$ cat src/rtl/shared_mem_datapath.sv
module shared_mem_datapath #(
  parameter int XLEN       = 32,
  parameter int MEM_WORDS  = 64,
  parameter int NREGS      = 32
) (
  input  logic            clk,
  input  logic            rst_n,
  input  logic            addr_sel_data,
  input  logic            ir_load,
  input  logic            pc_load,
  input  logic            br_en,
  input  logic            pc_sel_reg,
  input  logic            opa_sel_reg,
  input  logic [1:0]      opb_sel,
  input  logic [2:0]      alu_op,
  input  logic            wr_sel_rd,
  input  logic            wb_sel_mem,
  input  logic            rf_we,
  input  logic            mem_we,
  output logic [5:0]      opcode,
  output logic [5:0]      funct,
  output logic            zero_flag,
  output logic [XLEN-1:0] pc,
  output logic [XLEN-1:0] mem_addr,
  output logic [XLEN-1:0] mem_rdata,
  output logic [XLEN-1:0] mem_wdata,
  output logic [XLEN-1:0] alu_y
);
  localparam int MAW = $clog2(MEM_WORDS);
  localparam int RAW = $clog2(NREGS);

  logic [XLEN-1:0] mem [MEM_WORDS];
  logic [XLEN-1:0] rf  [NREGS];

  logic [XLEN-1:0] ir_q, dr_q, a_q, b_q, aluout_q;
  logic [XLEN-1:0] opa, opb, imm_ext, pc_next, wb_data;
  logic [RAW-1:0]  rs_idx, rt_idx, wr_idx;
  logic [MAW-1:0]  word_idx;
  logic            pc_en;

  assign opcode    = ir_q[31:26];
  assign funct     = ir_q[5:0];
  assign rs_idx    = ir_q[25:21];
  assign rt_idx    = ir_q[20:16];
  assign wr_idx    = wr_sel_rd ? ir_q[15:11] : ir_q[20:16];
  assign imm_ext   = {{(XLEN-16){ir_q[15]}}, ir_q[15:0]};

  assign mem_addr  = addr_sel_data ? aluout_q : pc;
  assign word_idx  = mem_addr[MAW+1:2];
  assign mem_rdata = mem[word_idx];
  assign mem_wdata = b_q;

  always_ff @(posedge clk)
    if (mem_we) mem[word_idx] <= b_q;

  assign opa = opa_sel_reg ? a_q : pc;

  always_comb begin
    case (opb_sel)
      2'b00:   opb = b_q;
      2'b01:   opb = XLEN'(4);
      2'b10:   opb = imm_ext;
      default: opb = {imm_ext[XLEN-3:0], 2'b00};
    endcase
  end

  always_comb begin
    case (alu_op)
      3'b010:  alu_y = opa + opb;
      3'b110:  alu_y = opa - opb;
      3'b000:  alu_y = opa & opb;
      3'b001:  alu_y = opa | opb;
      3'b111:  alu_y = {{(XLEN-1){1'b0}}, $signed(opa) < $signed(opb)};
      default: alu_y = '0;
    endcase
  end

  assign zero_flag = (alu_y == '0);
  assign pc_en     = pc_load | (br_en & zero_flag);
  assign pc_next   = pc_sel_reg ? aluout_q : alu_y;
  assign wb_data   = wb_sel_mem ? dr_q : aluout_q;

  always_ff @(posedge clk or negedge rst_n) begin
    if (!rst_n) begin
      pc       <= '0;
      ir_q     <= '0;
      dr_q     <= '0;
      a_q      <= '0;
      b_q      <= '0;
      aluout_q <= '0;
    end else begin
      if (pc_en)   pc   <= pc_next;
      if (ir_load) ir_q <= mem_rdata;
      dr_q     <= mem_rdata;
      a_q      <= (rs_idx == '0) ? '0 : rf[rs_idx];
      b_q      <= (rt_idx == '0) ? '0 : rf[rt_idx];
      aluout_q <= alu_y;
    end
  end

  always_ff @(posedge clk or negedge rst_n) begin
    if (!rst_n) begin
      for (int i = 0; i < NREGS; i++) rf[i] <= '0;
    end else if (rf_we) begin
      rf[wr_idx] <= wb_data;
    end
  end
endmodule

$ cat config.mk
export PLATFORM = sky130hd
export DESIGN_NAME = shared_mem_datapath
export DESIGN_NICKNAME = d
export VERILOG_FILES = /design/src/rtl/shared_mem_datapath.sv
export SDC_FILE = /design/constraint.sdc
export NUM_CORES = 2
export LEC_CHECK = 0
export ABC_AREA = 1
export BUFFER_PORTS_ARGS = -buffer_cell sky130_fd_sc_hd__buf_2
export CORE_MARGIN = 8
export CORE_UTILIZATION = 45
export CTS_BUF_LIST = sky130_fd_sc_hd__clkbuf_4 sky130_fd_sc_hd__clkbuf_8
export DETAILED_ROUTE_END_ITERATION = 12
export PLACE_DENSITY_LB_ADDON = 0.15
export SETUP_SLACK_MARGIN = 0.4
export SLEW_MARGIN = 15
export SYNTH_ARGS = -nofsm -noshare
export SYNTH_HDL_FRONTEND = slang
export SYNTH_SLANG_ARGS = --single-unit
$ cat constraint.sdc
create_clock -name clk -period 15.2 [get_ports clk]
set_input_delay 3.04 -clock clk [delete_from_list [all_inputs] [get_ports clk]]
set_output_delay 3.04 -clock clk [all_outputs]
set_load 0.01 [all_outputs]
==> reports/results.md <==
| Step | Result | Reported |
|---|---|---|
| outcome | Result of the run | finished clean |
| sta | Post-Route Skew | 0.0807 ns |
| clock network | H-tree Lvls | 6 |
| placement | HPWL after DPL | 329 mm |
| clock network | Clock root buffer | sky130_fd_sc_hd__clkbuf_8 |
| global route | Wire length of the first global-routing pass | 817 mm |
| setup path | Critical path depth | 14 |
| sta | Total negative slack | 0 ns |
| synthesis | Number of standard cells after synthesis | 13,792 |
| placement | Placed cell count | 17,392 |
| pwr | Worst ir drop on vdd | 0.000206 V |
| final layout | Number of nets at the end of the flow | 13,895 |
| sta | Achievable clock frequency | 89.5 MHz |
| placement | Routability congestion estimate | 0.956 |
| sta | Number of hold violations in the final report | 0 |
| global route | Total global routing overflow | 0 |
| floorplanning | Die outline height | 580 um |
| clock network | CTS Sinks | 3,264 |
| setup path | Origin of the critical flop-to-flop path | pc[2] |
| drt | Average wire length per cell after detail routing | 31.5 um |
| setup path | CP Launch Type | input port |
| setup path | Required time of the critical path | 12.16 ns |
| synthesis | Ys Warns | 0 |
| min path | Hold-critical path depth | 2 |
| sta | Portion of the clock cycle consumed by the worst path in the final layout | 0.735 |
| sta | Max-slew headroom at the worst pin | 0.171 |
| sta | Unrepaired setup endpoints after global routing | false |
| pwr | Leakage | 61.4 nW |
| global route | Largest net degree at the start of global routing | 182 |
| sta | Final max-slew violation count | 0 |
| setup path | Internal reg-to-reg setup slack | 9.56 ns |
| setup path | Startpoint-to-endpoint class of the critical path | input port to primary output |
| synthesis | Average instance area after synthesis | 10.4 um^2 |
| drt | Vias after detailed routing | 116,192 |
| final layout | Growth of design area from synthesis to finish | 11.6% |
| placement | Dpl cell area | 148,000 um^2 |
| synthesis | Number of enable-type register cells in the synthesized netlist | 2,048 |
| pwr | Sum of internal, switching and leakage power | 32.0 mW |
| setup path | CP Max Fanout | 111 |
| synthesis | Net Count, Synth | 13,907 |
| final layout | Most common cell after layout, fill and taps aside | sky130_fd_sc_hd__nand2_1 |
| setup path | Critical Path Sink Type | primary output |
| setup path | Number of buffers and inverters on the critical path | 6 |
| final layout | Top library cells by usage in the layout, fill and taps aside | sky130_fd_sc_hd__nand2_1 (2,875), sky130_fd_sc_hd__o21ai_0 (2,247), sky130_fd_sc_hd__edfxtp_1 (2,048) |
| run | Max-cap violations | 0 |
| setup path | Worst Setup SP | addr_sel_data |
| clock network | Post-CTS Setup Inserts | 0 |
| sta | Worst Hold Margin | 0.482 ns |
| sta | Endpoints failing setup | 0 |
| setup path | Worst path top cell family by delay | buffers and inverters |
| global route | Total Routing Usage GR | 0.335 |
| floorplanning | Horiz. Die Dim | 580 um |
| drt | Number of design-rule violations left by the first detailed-router iteration | 16,013 |
| floorplanning | Boundary Pins | 190 |
| drt | Pre-antenna DRT Iters | 8 |
| synthesis | Sequential element share of the synthesized area | 0.643 |
| clock network | Hold buffer count at CTS | 0 |
| setup path | Capture point of the worst path | mem_rdata[14] |
| synthesis | Total standard cell area after synthesis | 143,000 um^2 |
| clock network | CTS tree | yes |
| setup path | Data arrival time at the worst-slack endpoint | 8.14 ns |
| final layout | Final std cell area, no fill | 159,000 um^2 |
| floorplanning | Floorplan die area | 336,000 um^2 |
| setup path | Worst flop-to-flop path endpoint | mem[15][13] |
| clock network | Number of gates given a new drive strength after cts | 0 |
| drt | Final Routed Wirelength | 580 mm |
| synthesis | Post-synth cell types | 55 |
| sta | Final critical-path required period | 11.18 ns |
| setup path | Slowest cell on the critical path | sky130_fd_sc_hd__nand4_1 |
| clock network | Clock edge transition at the registers on the reported setup and hold paths | 0.05 ns |
| floorplanning | Row cnt | 207 |
| synthesis | Proportion of synthesized flip-flops having asynchronous set or reset | 0.373 |
| clock network | Buffer depth of the longest clock path | 4 |
| setup path | Cell chain of the critical path | buf_2 -> buf_4 -> o21ai_0 -> nand3_2 -> buf_4 -> inv_8 -> buf_12 -> a221oi_1 -> nand4_1 -> nand2_1 -> nand2_1 -> nor2_1 -> nand4_1 -> buf_2 |
| pwr | Pwr per Cell Area | 201 nW/um^2 |
| floorplanning | Area of the core | 317,000 um^2 |
| global route | Via count of the first global-routing pass | 112,186 |
| final layout | Share of layout cells above drive strength 1 | 0.116 |
| setup path | Max stage delay on crit path | 0.71 ns |
| synthesis | Flops & latches, synth | 3,264 |
| setup path | Worst-case reg-to-reg path depth | 9 |
| synthesis | Most used DFF post-synth | sky130_fd_sc_hd__edfxtp_1 |
| drt | DRT antenna net count | 0 |
| drt | Average vias per placed instance | 6.31 |
| drt | DRC violations left | 0 |
| placement | Quantity of I/O buffers inserted on ports | 189 |
| sta | Slew at the pin closest to its max-slew limit | 1.24 ns |
| min path | Path category of the worst min-delay check | register to register |
| floorplanning | Initial cell density of the core | 0.451 |
| clock network | Number of CTS-inserted buffers | 566 |
| global route | Initial antenna violation count | 37 |
| clock network | Clk_lat worst skew | 1.18 ns |
| final layout | Fin cells | 18,415 |
## cell usage after synthesis, types with 71 or more instances
library cell,number,area [um^2]
sky130_fd_sc_hd__o221ai_1,253,2220
sky130_fd_sc_hd__a31oi_1,71,444
sky130_fd_sc_hd__buf_2,202,1010
sky130_fd_sc_hd__a22oi_1,559,4200
sky130_fd_sc_hd__clkbuf_1,764,2870
sky130_fd_sc_hd__inv_1,571,2140
sky130_fd_sc_hd__o22ai_1,179,1120
sky130_fd_sc_hd__a221oi_1,131,1150
sky130_fd_sc_hd__nand4_1,244,1530
sky130_fd_sc_hd__nand3_1,349,1750
sky130_fd_sc_hd__nand2_1,2909,10900
sky130_fd_sc_hd__edfxtp_1,2048,61500
sky130_fd_sc_hd__nor2_1,1207,4530
sky130_fd_sc_hd__ha_1,96,1200
sky130_fd_sc_hd__a21oi_1,266,1330
sky130_fd_sc_hd__o21ai_0,2272,11400
sky130_fd_sc_hd__dfrtp_1,1216,30400
## through the flow
step	util	worst slack, ns
floorplan	-	6.08
global placement	0.467	4.30
detailed placement	0.467	4.20
CTS	0.503	4.11
global route	0.503	3.99
finish	0.503	4.02
## sequential cells by signal, indices dropped and copies added, names as in the netlist
| register | count |
|---|---|
| mem_wdata | 32 |
| aluout_q | 32 |
| dr_q | 32 |
| ir_q | 32 |
| rf | 1024 |
| pc | 32 |
| mem | 2048 |
| a_q | 32 |
## worst min-delay path, cell delays in order, from the launching register on
cell                      delay [ns]
sky130_fd_sc_hd__dfrtp_1        0.34
sky130_fd_sc_hd__nand2_1        0.05
sky130_fd_sc_hd__o21ai_0        0.06
## worst min-delay path by stage
stage / slack, ns / end / startpoint
floorplan: 0.45 / ir_q[28] / ir_q[28]
global placement: 0.47 / rf[755] / rf[755]
detailed placement: 0.47 / rf[227] / rf[227]
CTS: 0.49 / rf[227] / rf[227]
global route: 0.50 / rf[227] / rf[227]
finish: 0.48 / rf[763] / rf[763]
## cell families after synthesis
family,share of synthesized area
AO/OA/AOI/OAI,0.164
flip-flops,0.643
adder cells (fa/ha/maj),0.00869
buffers and inverters,0.0464
AND/OR/NAND/NOR,0.137
multiplexers,0.00105
XOR/XNOR,0.0000613
## power breakdown
group / internal, mW / leakage, nW / switching (mW)
clock network: 4.39 / 5.97 / 3.74
registers: 11.3 / 34.9 / 1.33
logic: 2.93 / 20.5 / 8.34
## cell type report
type                    instances  area, um^2
fillers                     28467      158000
flip-flops and latches       3264       92000
multi-input cells            8885       45300
clock buffers                 839       10300
well taps                    4180        5230
repair buffers                474        3320
inverters                     589        2300
clock inverters               154        1010
diodes                         30        75.1
## layer usage
metal  vias to the layer above  GRT usage  wire length (um)
met5                         -          0                99
met4                        14      0.200             39600
met3                      1611     0.0695             60100
met2                      7646      0.523            261000
met1                     57750      0.431            220000
li1                      49171          -                 -
(Power assumes the default switching activity.)
